`src/rtl/xtb_pkg.sv`:
```
package xtb_pkg;

    typedef enum logic [1:0] {
        GRAN_X1    = 2'd0,
        GRAN_X10   = 2'd1,
        GRAN_X100  = 2'd2,
        GRAN_X1000 = 2'd3
    } gran_e;

    localparam int unsigned GEN_CNT_W = 10;

    localparam logic [1:0] ADDR_TS   = 2'd0;
    localparam logic [1:0] ADDR_GRAN = 2'd1;
    localparam logic [1:0] ADDR_DIV  = 2'd2;

    localparam int unsigned TAG_LSB = 8;
    localparam int unsigned XL_LSB  = 16;
    localparam int unsigned SEL_BIT = 24;
    localparam int unsigned EN_BIT  = 31;

    function automatic logic [GEN_CNT_W-1:0] gran_last(gran_e g);
        case (g)
            GRAN_X1:   return GEN_CNT_W'(0);
            GRAN_X10:  return GEN_CNT_W'(9);
            GRAN_X100: return GEN_CNT_W'(99);
            default:   return GEN_CNT_W'(999);
        endcase
    endfunction

endpackage

```
`src/rtl/xtb_divider.sv`:
```
module xtb_divider #(
    parameter int unsigned DIV_W = 16
) (
    input  logic             clk,
    input  logic             rst,
    input  logic             en,
    input  logic             restart,
    input  logic [DIV_W-1:0] div_val,
    output logic             tick
);
    typedef struct packed {
        logic [DIV_W-1:0] cnt;
    } div_st_t;

    div_st_t st_d, st_q;

    always_comb begin
        tick = en && (st_q.cnt == div_val);
        st_d = st_q;
        if (restart || !en || tick) begin
            st_d.cnt = '0;
        end else begin
            st_d.cnt = st_q.cnt + DIV_W'(1);
        end
    end

    always_ff @(posedge clk) begin
        if (rst) st_q <= '0;
        else     st_q <= st_d;
    end
endmodule

```
`src/rtl/xtb_pulsegen.sv`:
```
module xtb_pulsegen
    import xtb_pkg::*;
(
    input  logic  clk,
    input  logic  rst,
    input  logic  restart,
    input  logic  tick,
    input  gran_e gran,
    output logic  pulse
);
    typedef struct packed {
        logic [GEN_CNT_W-1:0] cnt;
    } gen_st_t;

    gen_st_t st_d, st_q;
    logic [GEN_CNT_W-1:0] last;

    always_comb begin
        last  = gran_last(gran);
        pulse = tick && (st_q.cnt >= last);
        st_d  = st_q;
        if (restart) begin
            st_d.cnt = '0;
        end else if (tick) begin
            st_d.cnt = (st_q.cnt >= last) ? '0 : st_q.cnt + GEN_CNT_W'(1);
        end
    end

    always_ff @(posedge clk) begin
        if (rst) st_q <= '0;
        else     st_q <= st_d;
    end
endmodule

```
`src/rtl/xtb_legacy_ms.sv`:
```
module xtb_legacy_ms #(
    parameter int unsigned TS_W       = 56,
    parameter int unsigned LEGACY_DIV = 19200
) (
    input  logic            clk,
    input  logic            rst,
    output logic [TS_W-1:0] ms_count
);
    localparam int unsigned PRE_W = (LEGACY_DIV > 1) ? $clog2(LEGACY_DIV) : 1;
    localparam logic [PRE_W-1:0] PRE_LAST = PRE_W'(LEGACY_DIV - 1);

    typedef struct packed {
        logic [PRE_W-1:0] pre;
        logic [TS_W-1:0]  ms;
    } ms_st_t;

    ms_st_t st_d, st_q;

    always_comb begin
        st_d = st_q;
        if (st_q.pre == PRE_LAST) begin
            st_d.pre = '0;
            st_d.ms  = st_q.ms + TS_W'(1);
        end else begin
            st_d.pre = st_q.pre + PRE_W'(1);
        end
        ms_count = st_q.ms;
    end

    always_ff @(posedge clk) begin
        if (rst) st_q <= '0;
        else     st_q <= st_d;
    end
endmodule

```
`src/rtl/xtb_timebase.sv`:
```
module xtb_timebase
    import xtb_pkg::*;
#(
    parameter int unsigned TS_W       = 56,
    parameter int unsigned DIV_W      = 16,
    parameter int unsigned NUM_GEN    = 3,
    parameter int unsigned LEGACY_DIV = 19200
) (
    input  logic               clk,
    input  logic               rst,
    input  logic               cfg_we,
    input  logic [1:0]         cfg_addr,
    input  logic [31:0]        cfg_wdata,
    output logic [31:0]        cfg_rdata,
    output logic [TS_W-1:0]    raw_ts,
    output logic [TS_W-1:0]    log_ts,
    output logic [TS_W-1:0]    tag_ts,
    output logic [TS_W-1:0]    xlat_ts,
    output logic               tick_o,
    output logic [NUM_GEN-1:0] pulse_o
);
    localparam int unsigned SH_W = $clog2(TS_W);
    localparam logic [31:0] USED_MASK = 32'hFFFF_FFFF;

    typedef struct packed {
        logic [TS_W-1:0]         raw;
        logic [SH_W-1:0]         log_sh;
        logic [SH_W-1:0]         tag_sh;
        logic [SH_W-1:0]         xl_sh;
        logic                    log_sel;
        logic [NUM_GEN-1:0][1:0] gran;
        logic [DIV_W-1:0]        div_val;
        logic                    div_en;
    } tb_st_t;

    tb_st_t st_d, st_q;
    logic            div_restart;
    logic            gen_restart;
    logic [TS_W-1:0] legacy_ms;
    logic            div_en_w;
    logic [DIV_W-1:0] div_val_w;
    logic            unused_wdata;

    assign unused_wdata = ^(cfg_wdata & ~USED_MASK);

    always_comb begin
        st_d        = st_q;
        st_d.raw    = st_q.raw + TS_W'(1);
        div_restart = 1'b0;
        if (cfg_we) begin
            case (cfg_addr)
                ADDR_TS: begin
                    st_d.log_sh  = cfg_wdata[0 +: SH_W];
                    st_d.tag_sh  = cfg_wdata[TAG_LSB +: SH_W];
                    st_d.xl_sh   = cfg_wdata[XL_LSB +: SH_W];
                    st_d.log_sel = cfg_wdata[SEL_BIT];
                end
                ADDR_GRAN: begin
                    for (int i = 0; i < NUM_GEN; i++) begin
                        st_d.gran[i] = cfg_wdata[2*i +: 2];
                    end
                end
                ADDR_DIV: begin
                    st_d.div_val = cfg_wdata[DIV_W-1:0];
                    st_d.div_en  = cfg_wdata[EN_BIT];
                    div_restart  = 1'b1;
                end
                default: ;
            endcase
        end
    end

    always_ff @(posedge clk) begin
        if (rst) begin
            st_q         <= '0;
            st_q.log_sh  <= SH_W'(14);
            st_q.tag_sh  <= SH_W'(14);
            st_q.xl_sh   <= SH_W'(24);
            st_q.log_sel <= 1'b1;
            st_q.div_val <= DIV_W'(191);
            for (int i = 0; i < NUM_GEN; i++) begin
                st_q.gran[i] <= (i == 0) ? GRAN_X10 : GRAN_X100;
            end
        end else begin
            st_q <= st_d;
        end
    end

    always_comb begin
        cfg_rdata = '0;
        case (cfg_addr)
            ADDR_TS: begin
                cfg_rdata[0 +: SH_W]       = st_q.log_sh;
                cfg_rdata[TAG_LSB +: SH_W] = st_q.tag_sh;
                cfg_rdata[XL_LSB +: SH_W]  = st_q.xl_sh;
                cfg_rdata[SEL_BIT]         = st_q.log_sel;
            end
            ADDR_GRAN: begin
                for (int i = 0; i < NUM_GEN; i++) begin
                    cfg_rdata[2*i +: 2] = st_q.gran[i];
                end
            end
            ADDR_DIV: begin
                cfg_rdata[DIV_W-1:0] = st_q.div_val;
                cfg_rdata[EN_BIT]    = st_q.div_en;
            end
            default: ;
        endcase
    end

    assign raw_ts  = st_q.raw;
    assign tag_ts  = st_q.raw >> st_q.tag_sh;
    assign xlat_ts = st_q.raw >> st_q.xl_sh;
    assign log_ts  = st_q.log_sel ? (st_q.raw >> st_q.log_sh) : legacy_ms;

    assign div_en_w    = st_q.div_en;
    assign div_val_w   = st_q.div_val;
    assign gen_restart = div_restart || !st_q.div_en;

    xtb_legacy_ms #(.TS_W(TS_W), .LEGACY_DIV(LEGACY_DIV)) legacy_i (
        .clk      (clk),
        .rst      (rst),
        .ms_count (legacy_ms)
    );

    xtb_divider #(.DIV_W(DIV_W)) div_i (
        .clk     (clk),
        .rst     (rst),
        .en      (st_q.div_en),
        .restart (div_restart),
        .div_val (st_q.div_val),
        .tick    (tick_o)
    );

    for (genvar g = 0; g < NUM_GEN; g++) begin : g_gen
        xtb_pulsegen gen_i (
            .clk     (clk),
            .rst     (rst),
            .restart (gen_restart),
            .tick    (tick_o),
            .gran    (gran_e'(st_q.gran[g])),
            .pulse   (pulse_o[g])
        );
    end
endmodule

```
`config.mk`:
```
export PLATFORM = sky130hd
export DESIGN_NAME = xtb_timebase
export DESIGN_NICKNAME = d
export VERILOG_FILES = /design/src/rtl/xtb_pkg.sv /design/src/rtl/xtb_divider.sv /design/src/rtl/xtb_pulsegen.sv /design/src/rtl/xtb_legacy_ms.sv /design/src/rtl/xtb_timebase.sv
export SDC_FILE = /design/constraint.sdc
export NUM_CORES = 1
export LEC_CHECK = 0
export BUFFER_PORTS_ARGS = -buffer_cell sky130_fd_sc_hd__buf_2
export CAP_MARGIN = 40
export CORE_ASPECT_RATIO = 0.9
export CORE_UTILIZATION = 45
export DETAILED_ROUTE_END_ITERATION = 8
export GPL_ROUTABILITY_DRIVEN = 0
export HOLD_SLACK_MARGIN = 0.08
export SLEW_MARGIN = 10
export SYNTH_ARGS = -nofsm -noshare
export SYNTH_HDL_FRONTEND = slang
export SYNTH_SLANG_ARGS = --single-unit
```
`constraint.sdc`:
```
create_clock -name clk -period 4.2 [get_ports clk]
set_input_delay 0.42 -clock clk [delete_from_list [all_inputs] [get_ports clk]]
set_output_delay 0.42 -clock clk [all_outputs]
set_load 0.05 [all_outputs]
```
==> results of run 1 <==
[cell usage after synthesis, types with 24 or more instances]
| cell | instances | share of area |
|---|---|---|
| clkbuf_1 | 189 | 0.032 |
| and2_1 | 29 | 0.0082 |
| o31ai_1 | 24 | 0.0081 |
| o21ai_0 | 131 | 0.030 |
| nor4_1 | 31 | 0.0087 |
| o22ai_1 | 46 | 0.013 |
| nand2_1 | 283 | 0.048 |
| xnor2_1 | 28 | 0.011 |
| mux4_2 | 167 | 0.17 |
| mux2i_1 | 148 | 0.067 |
| nor3_1 | 40 | 0.0090 |
| a22oi_1 | 33 | 0.011 |
| buf_4 | 74 | 0.025 |
| dfxtp_1 | 215 | 0.19 |
| a21oi_1 | 120 | 0.027 |
| xor2_1 | 53 | 0.021 |
| nand4_1 | 48 | 0.014 |
| nand3_1 | 84 | 0.019 |
| a211oi_1 | 40 | 0.014 |
| buf_1 | 40 | 0.0068 |
| or3_1 | 47 | 0.013 |
| mux2_2 | 96 | 0.049 |
| buf_2 | 29 | 0.0065 |
| or4_1 | 35 | 0.012 |
| ha_1 | 28 | 0.016 |
| nor2_1 | 284 | 0.048 |
| inv_1 | 66 | 0.011 |
[state kept, by name, summed over array words and instances (netlist names)]
signal and cells:
div_en_w 1, div_i.st_q 16, div_val_w 16, g_gen.gen_i.st_q 30, legacy_i.st_q 15, legacy_i.ms_count 56, st_q 25, raw_ts 56
[stage by stage]
| step | instance area [um2] | utilization |
|---|---|---|
| after global routing | 24400 | 0.507 |
| after detailed placement | 23400 | 0.486 |
| final | 24400 | 0.507 |
| after global placement | 23300 | 0.484 |
| after CTS | 24400 | 0.506 |
| after floorplan | 22200 | - |
[logic make-up after synthesis]
kind of cell,after synthesis,synth area share
buffers and inverters,404,0.0830
adders and majority gates,28,0.0158
xor gates and xnor gates,81,0.0320
DFF,215,0.194
and+or+nand+nor,1005,0.220
AOI/OAI and AO/OA,568,0.169
muxes,411,0.285
other,1,0.000169
[repair_timing]
action,in CTS,in global routing
setup buffers,0,1
endpoints found under the hold margin,6,0
hold buffers,6,0
endpoints found under the setup margin,0,3
[power by group]
part	internal [mW]	switching (mW)	total, mW	leakage, nW
sequential	2.06	0.0738	2.13	1.74
combinational	0.252	0.584	0.837	7.05
clock	1.45	0.976	2.43	0.436
total	3.77	1.63	5.40	9.22
[area by class of cell]
class,instances,share of cell area
Clock buffer,36,0.0299
Clock inverter,10,0.00635
Inverter,70,0.0108
Multi-Input combinational cell,2101,0.657
Sequential cell,215,0.177
Tap cell,624,0.0320
Timing Repair Buffer,359,0.0868
[metal layers]
| metal | routed length (um) | share of wire | vias up | global-route usage |
|---|---|---|---|---|
| met2 | 37000 | 0.44 | 1415 | 0.495 |
| li1 | - | - | 10200 | - |
| met1 | 34600 | 0.41 | 11100 | 0.455 |
| met3 | 10100 | 0.12 | 197 | 0.0722 |
| met5 | 0 | 0 | - | 0 |
| met4 | 2810 | 0.033 | 0 | 0.0944 |
[worst paths after layout]
path | start | endpoint | slack [ns]
max | raw_ts[49]$_SDFF_PP0_ | log_ts[18] | 0.18
min | cfg_wdata[31] | div_en_w$_SDFFE_PP0P_ | 0.11
max reg2reg | raw_ts[11]$_SDFF_PP0_ | raw_ts[50]$_SDFF_PP0_ | 0.82
min reg2reg | legacy_i.st_q[56]$_SDFF_PP0_ | legacy_i.st_q[56]$_SDFF_PP0_ | 0.47
[worst reg2reg max path: cells and delay by family (launching register included)]
kind / cells / cell delay (ns)
AOI/OAI and AO/OA: 1 / 0.16
and+or+nand+nor: 4 / 1.94
buffers and inverters: 1 / 0.28
DFF: 1 / 0.93
==> flow_metrics.tcl, run 1 <==
set metrics [dict create \
    clock_skew_ns 0.0120 \
    fin_cells 3415 \
    dieHeight_um 213 \
    ir_drop_mv 0.263 \
    post-place-ws_ns 0.708 \
    routed_wl_mm 84.5 \
    grt_max_degree 115 \
    p_per_area_nw_per_um2 221 \
    post-place-cells 3360 \
    whs_path_depth 3 \
    viasPerCell 6.72 \
    final_nets 2838 \
    hpwl_mm 61.1 \
    cp_data_required_time_ns 3.78 \
    diodes 0 \
    finalHoldViolCount 0 \
    port_buffers 280 \
    ys.warnings.count 0 \
    wl_per_cell_um 24.7 \
    numCtsBuffers 26 \
    drt_pre_antenna_iters 9 \
    cts-root-buf "clkbuf_16" \
    worst_slew_pin_slew_ns 0.972 \
    start_util 0.460 \
    cp_data_arrival_time_ns 3.60 \
    regArea_um2 4330 \
    clock_sinks 215 \
    slowest_delay_ns 0.62 \
    critical_path_class "reg2out" \
    worstPathCellList "mux4_2 -> mux2i_1 -> mux2i_1 -> a222oi_1 -> o21ai_0 -> buf_2" \
    cp_num_buf_inv 1 \
    tns_ns 0 \
    synth_ff_type "dfxtp_1" \
    via_count 22900 \
    mostFrequentLayoutCell "nor2_1" \
    max_slew_margin 0.351 \
    synth_edf_count 0 \
    synth.avg_cell_area_um2 8.17 \
    setup_ws_ns 0.185 \
    fin_crit_sh 0.956 \
    syn2layout_area_growth_pct 10.2 \
    critical_path.top_delay_family "multiplexers" \
    clock_latency_ns 0.56 \
    clockBufferDepth 3 \
    fp.dieW_um 236 \
    multi_input_area_um2 16100 \
    drtIter0Drc 3417 \
    nFillCells 4647 \
    min-delay-path-class "in2reg" \
    core_um2 48200 \
    cap_viol_max_count 0 \
    rsz0062_at_grt "no" \
    synth_seq_cells 215 \
    ant_nets 0 \
    crit_path_top_delay_cell "dfxtp_1" \
    final-setup-viol-count 0 \
    cts-htree-levels 1 \
    finalCriticalPeriod_ns 4.02 \
    syn_area_um2 22200 \
    grt.total_usage 0.324 \
    ioPinCount 297 \
    cp-end-kind "output pin" \
    power_mw 5.40 \
    grt_antenna_before_repair 0 \
    die_area_um2 50200 \
    grt-ovfl-total 0 \
    start_kind "flip-flop" \
    p_leak_nw 9.22 \
    clk_pin_slew_ns 0.06 \
    grt_pass1_wl_mm 128 \
    hold_slack_ns 0.108 \
    timing.fmax_mhz 249 \
    status "complete, no violations" \
    async_flop_share 0 \
    finalMaxSlewViolations 0 \
    netlist-cell-type-count 80 \
    final_cell_mix "284 x nor2_1, 283 x nand2_1, 279 x buf_2" \
    path_common_cell "mux2i_1" \
    synthesis.instances 2713 \
    fp-row-count 76 \
    cts_tree "built" \
    drive_gt1_frac 0.248 \
    worstPathMaxFanout 18 \
    synth-seq-area-share 0.194 \
    cts_resized 0 \
    drc_errors 0 \
    path_depth 6 \
    r2r_cells 6 \
    grt_pass1_vias 20800 \
]
Note: power is estimated with default switching activity, not from simulation.
==> run 2, diff against run 1 <==
==> constraint.sdc (replaced) <==
create_clock -name clk -period 4.2 [get_ports clk]
set_input_delay 0.84 -clock clk [delete_from_list [all_inputs] [get_ports clk]]
set_output_delay 0.84 -clock clk [all_outputs]
set_load 0.05 [all_outputs]
==> run 2 against run 1 <==
Sequential power is essentially flat. Wire length up 0.82%. Final cell count grew 1.3%. First-iteration DRC count is 9.4% lower. Worst hold slack gained 0.36 ns. Critical path type unchanged. Critical endpoint is now xlat_ts[7].
==> flow_metrics.tcl, run 2 (synthesis gave the netlist of run 1 again) <==
set metrics [dict create \
    cts-root-buf "clkbuf_16" \
    routed_wl_mm 85.2 \
    viasPerCell 6.72 \
    reg2reg_to "raw_ts[40]$_SDFF_PP0_" \
    p_leak_nw 9.48 \
    clk_pin_slew_ns 0.06 \
    drtIter0Drc 3096 \
    whs_path_depth 1 \
    cts-htree-levels 1 \
    critical_path.top_delay_family "multiplexers" \
    post-route-util 0.515 \
    multi_input_area_um2 16100 \
    grt.total_usage 0.325 \
    cp-end-kind "output pin" \
    final_cell_mix "284 x nor2_1, 283 x nand2_1, 279 x buf_2" \
    hp-start "legacy_i.st_q[56]$_SDFF_PP0_" \
    p_per_area_nw_per_um2 209 \
    path_common_cell "mux4_2" \
    fp.dieW_um 236 \
    clock_sinks 215 \
    regArea_um2 4340 \
    slowest_delay_ns 0.55 \
    ir_drop_mv 0.252 \
    worstPathMaxFanout 12 \
    numCtsBuffers 25 \
    cp_data_required_time_ns 3.36 \
    cp_num_buf_inv 2 \
    grt_antenna_before_repair 1 \
    r2r_slack_ns 0.98 \
    fin_cells 3460 \
    final-setup-viol-count 0 \
    finalMaxSlewViolations 0 \
    crit_path_top_delay_cell "mux4_2" \
    clockBufferDepth 3 \
    clock_skew_ns 0.0143 \
    hpwl_mm 63.0 \
    tns_ns 0 \
    setup_ws_ns 0.00815 \
    critical_path_class "reg2out" \
    worstHoldEndpoint "legacy_i.st_q[56]$_SDFF_PP0_" \
    finalHoldViolCount 0 \
    fp-row-count 76 \
    syn2layout_area_growth_pct 11.9 \
    cp_data_arrival_time_ns 3.35 \
    worstPathCellList "buf_4 -> mux4_2 -> mux4_2 -> a21oi_1 -> a221oi_1 -> buf_2" \
    dieHeight_um 213 \
    wl_per_cell_um 24.6 \
    grt_max_degree 78 \
    power_mw 5.18 \
    ioPinCount 297 \
    r2r_cells 6 \
    post-place-ws_ns 0.401 \
    worst_slew_pin_slew_ns 1.01 \
    post-place-cells 3404 \
    clock_latency_ns 0.56 \
    ant_nets 0 \
    final_nets 2884 \
    mostFrequentLayoutCell "nor2_1" \
    fin_crit_sh 0.998 \
    grt_pass1_wl_mm 128 \
    min-delay-path-class "reg2reg" \
    diodes 0 \
    core_um2 48200 \
    via_count 23200 \
    max_slew_margin 0.318 \
    grt-ovfl-total 0 \
    drive_gt1_frac 0.266 \
    start_kind "flip-flop" \
    start_util 0.460 \
    timing.fmax_mhz 239 \
    cts_tree "built" \
    nFillCells 4620 \
    finalCriticalPeriod_ns 4.19 \
    cap_viol_max_count 0 \
    rsz0062_at_grt "no" \
    grt_pass1_vias 21200 \
    r2r_start "raw_ts[9]$_SDFF_PP0_" \
    drc_errors 0 \
    port_buffers 280 \
    status "complete, no violations" \
    die_area_um2 50200 \
    drt_pre_antenna_iters 6 \
]
==> run 2: how the worst max path moves through the flow <==
| stage | startpoint | slack (ns) | cells past startpoint | endpoint |
|---|---|---|---|---|
| 6_report | raw_ts[51]$_SDFF_PP0_ | 0.008 | 6 | xlat_ts[7] |
| 5_1_grt | raw_ts[53]$_SDFF_PP0_ | 0.002 | 5 | xlat_ts[7] |
| 4_1_cts | st_q[25]$_SDFFE_PP0P_ | 0.02 | 7 | xlat_ts[4] |
| 3_5_place_dp | st_q[25]$_SDFFE_PP0P_ | 0.40 | 7 | xlat_ts[4] |
| 3_3_place_gp | st_q[37]$_SDFFE_PP1P_ | 0.39 | 6 | log_ts[18] |
| 2_1_floorplan | st_q[25]$_SDFFE_PP0P_ | 0.40 | 8 | xlat_ts[1] |
==> run 2: layout make-up <==
| class | count | share of cell area |
|---|---|---|
| Clock inverter | 6 | 0.00151 |
| Sequential cell | 215 | 0.175 |
| Tap cell | 624 | 0.0315 |
| Inverter | 70 | 0.0106 |
| Multi-Input combinational cell | 2101 | 0.648 |
| Clock buffer | 38 | 0.0308 |
| Timing Repair Buffer | 406 | 0.103 |
==> run 2: timing repair <==
item / CTS / global route
pin swaps: 0 / 2
hold buffers: 0 / 0
endpoints found under the setup margin: 34 / 12
setup buffers: 9 / 3
gates resized for setup: 1 / 11
==> run 2: power by group <==
part | leakage (nW) | switching [mW] | total (mW) | internal, mW
combinational | 7.33 | 0.615 | 0.890 | 0.274
sequential | 1.74 | 0.0534 | 2.11 | 2.06
clock | 0.402 | 0.929 | 2.18 | 1.25
total | 9.48 | 1.60 | 5.18 | 3.58
==> run 2: metrics by stage <==
step	hold slack, ns	area (um2)
global placement	0.437	23700
floorplan	0.422	22200
CTS	0.471	24700
global route	0.500	24800
finish	0.470	24800
detailed placement	0.460	23800
==> run 2: per-layer routing <==
| layer | wire (um) | up-vias | global-route usage |
|---|---|---|---|
| met5 | 13 | - | 0 |
| met1 | 35200 | 11200 | 0.458 |
| met2 | 36700 | 1517 | 0.491 |
| met3 | 10300 | 210 | 0.0702 |
| li1 | - | 10300 | - |
| met4 | 3020 | 2 | 0.108 |
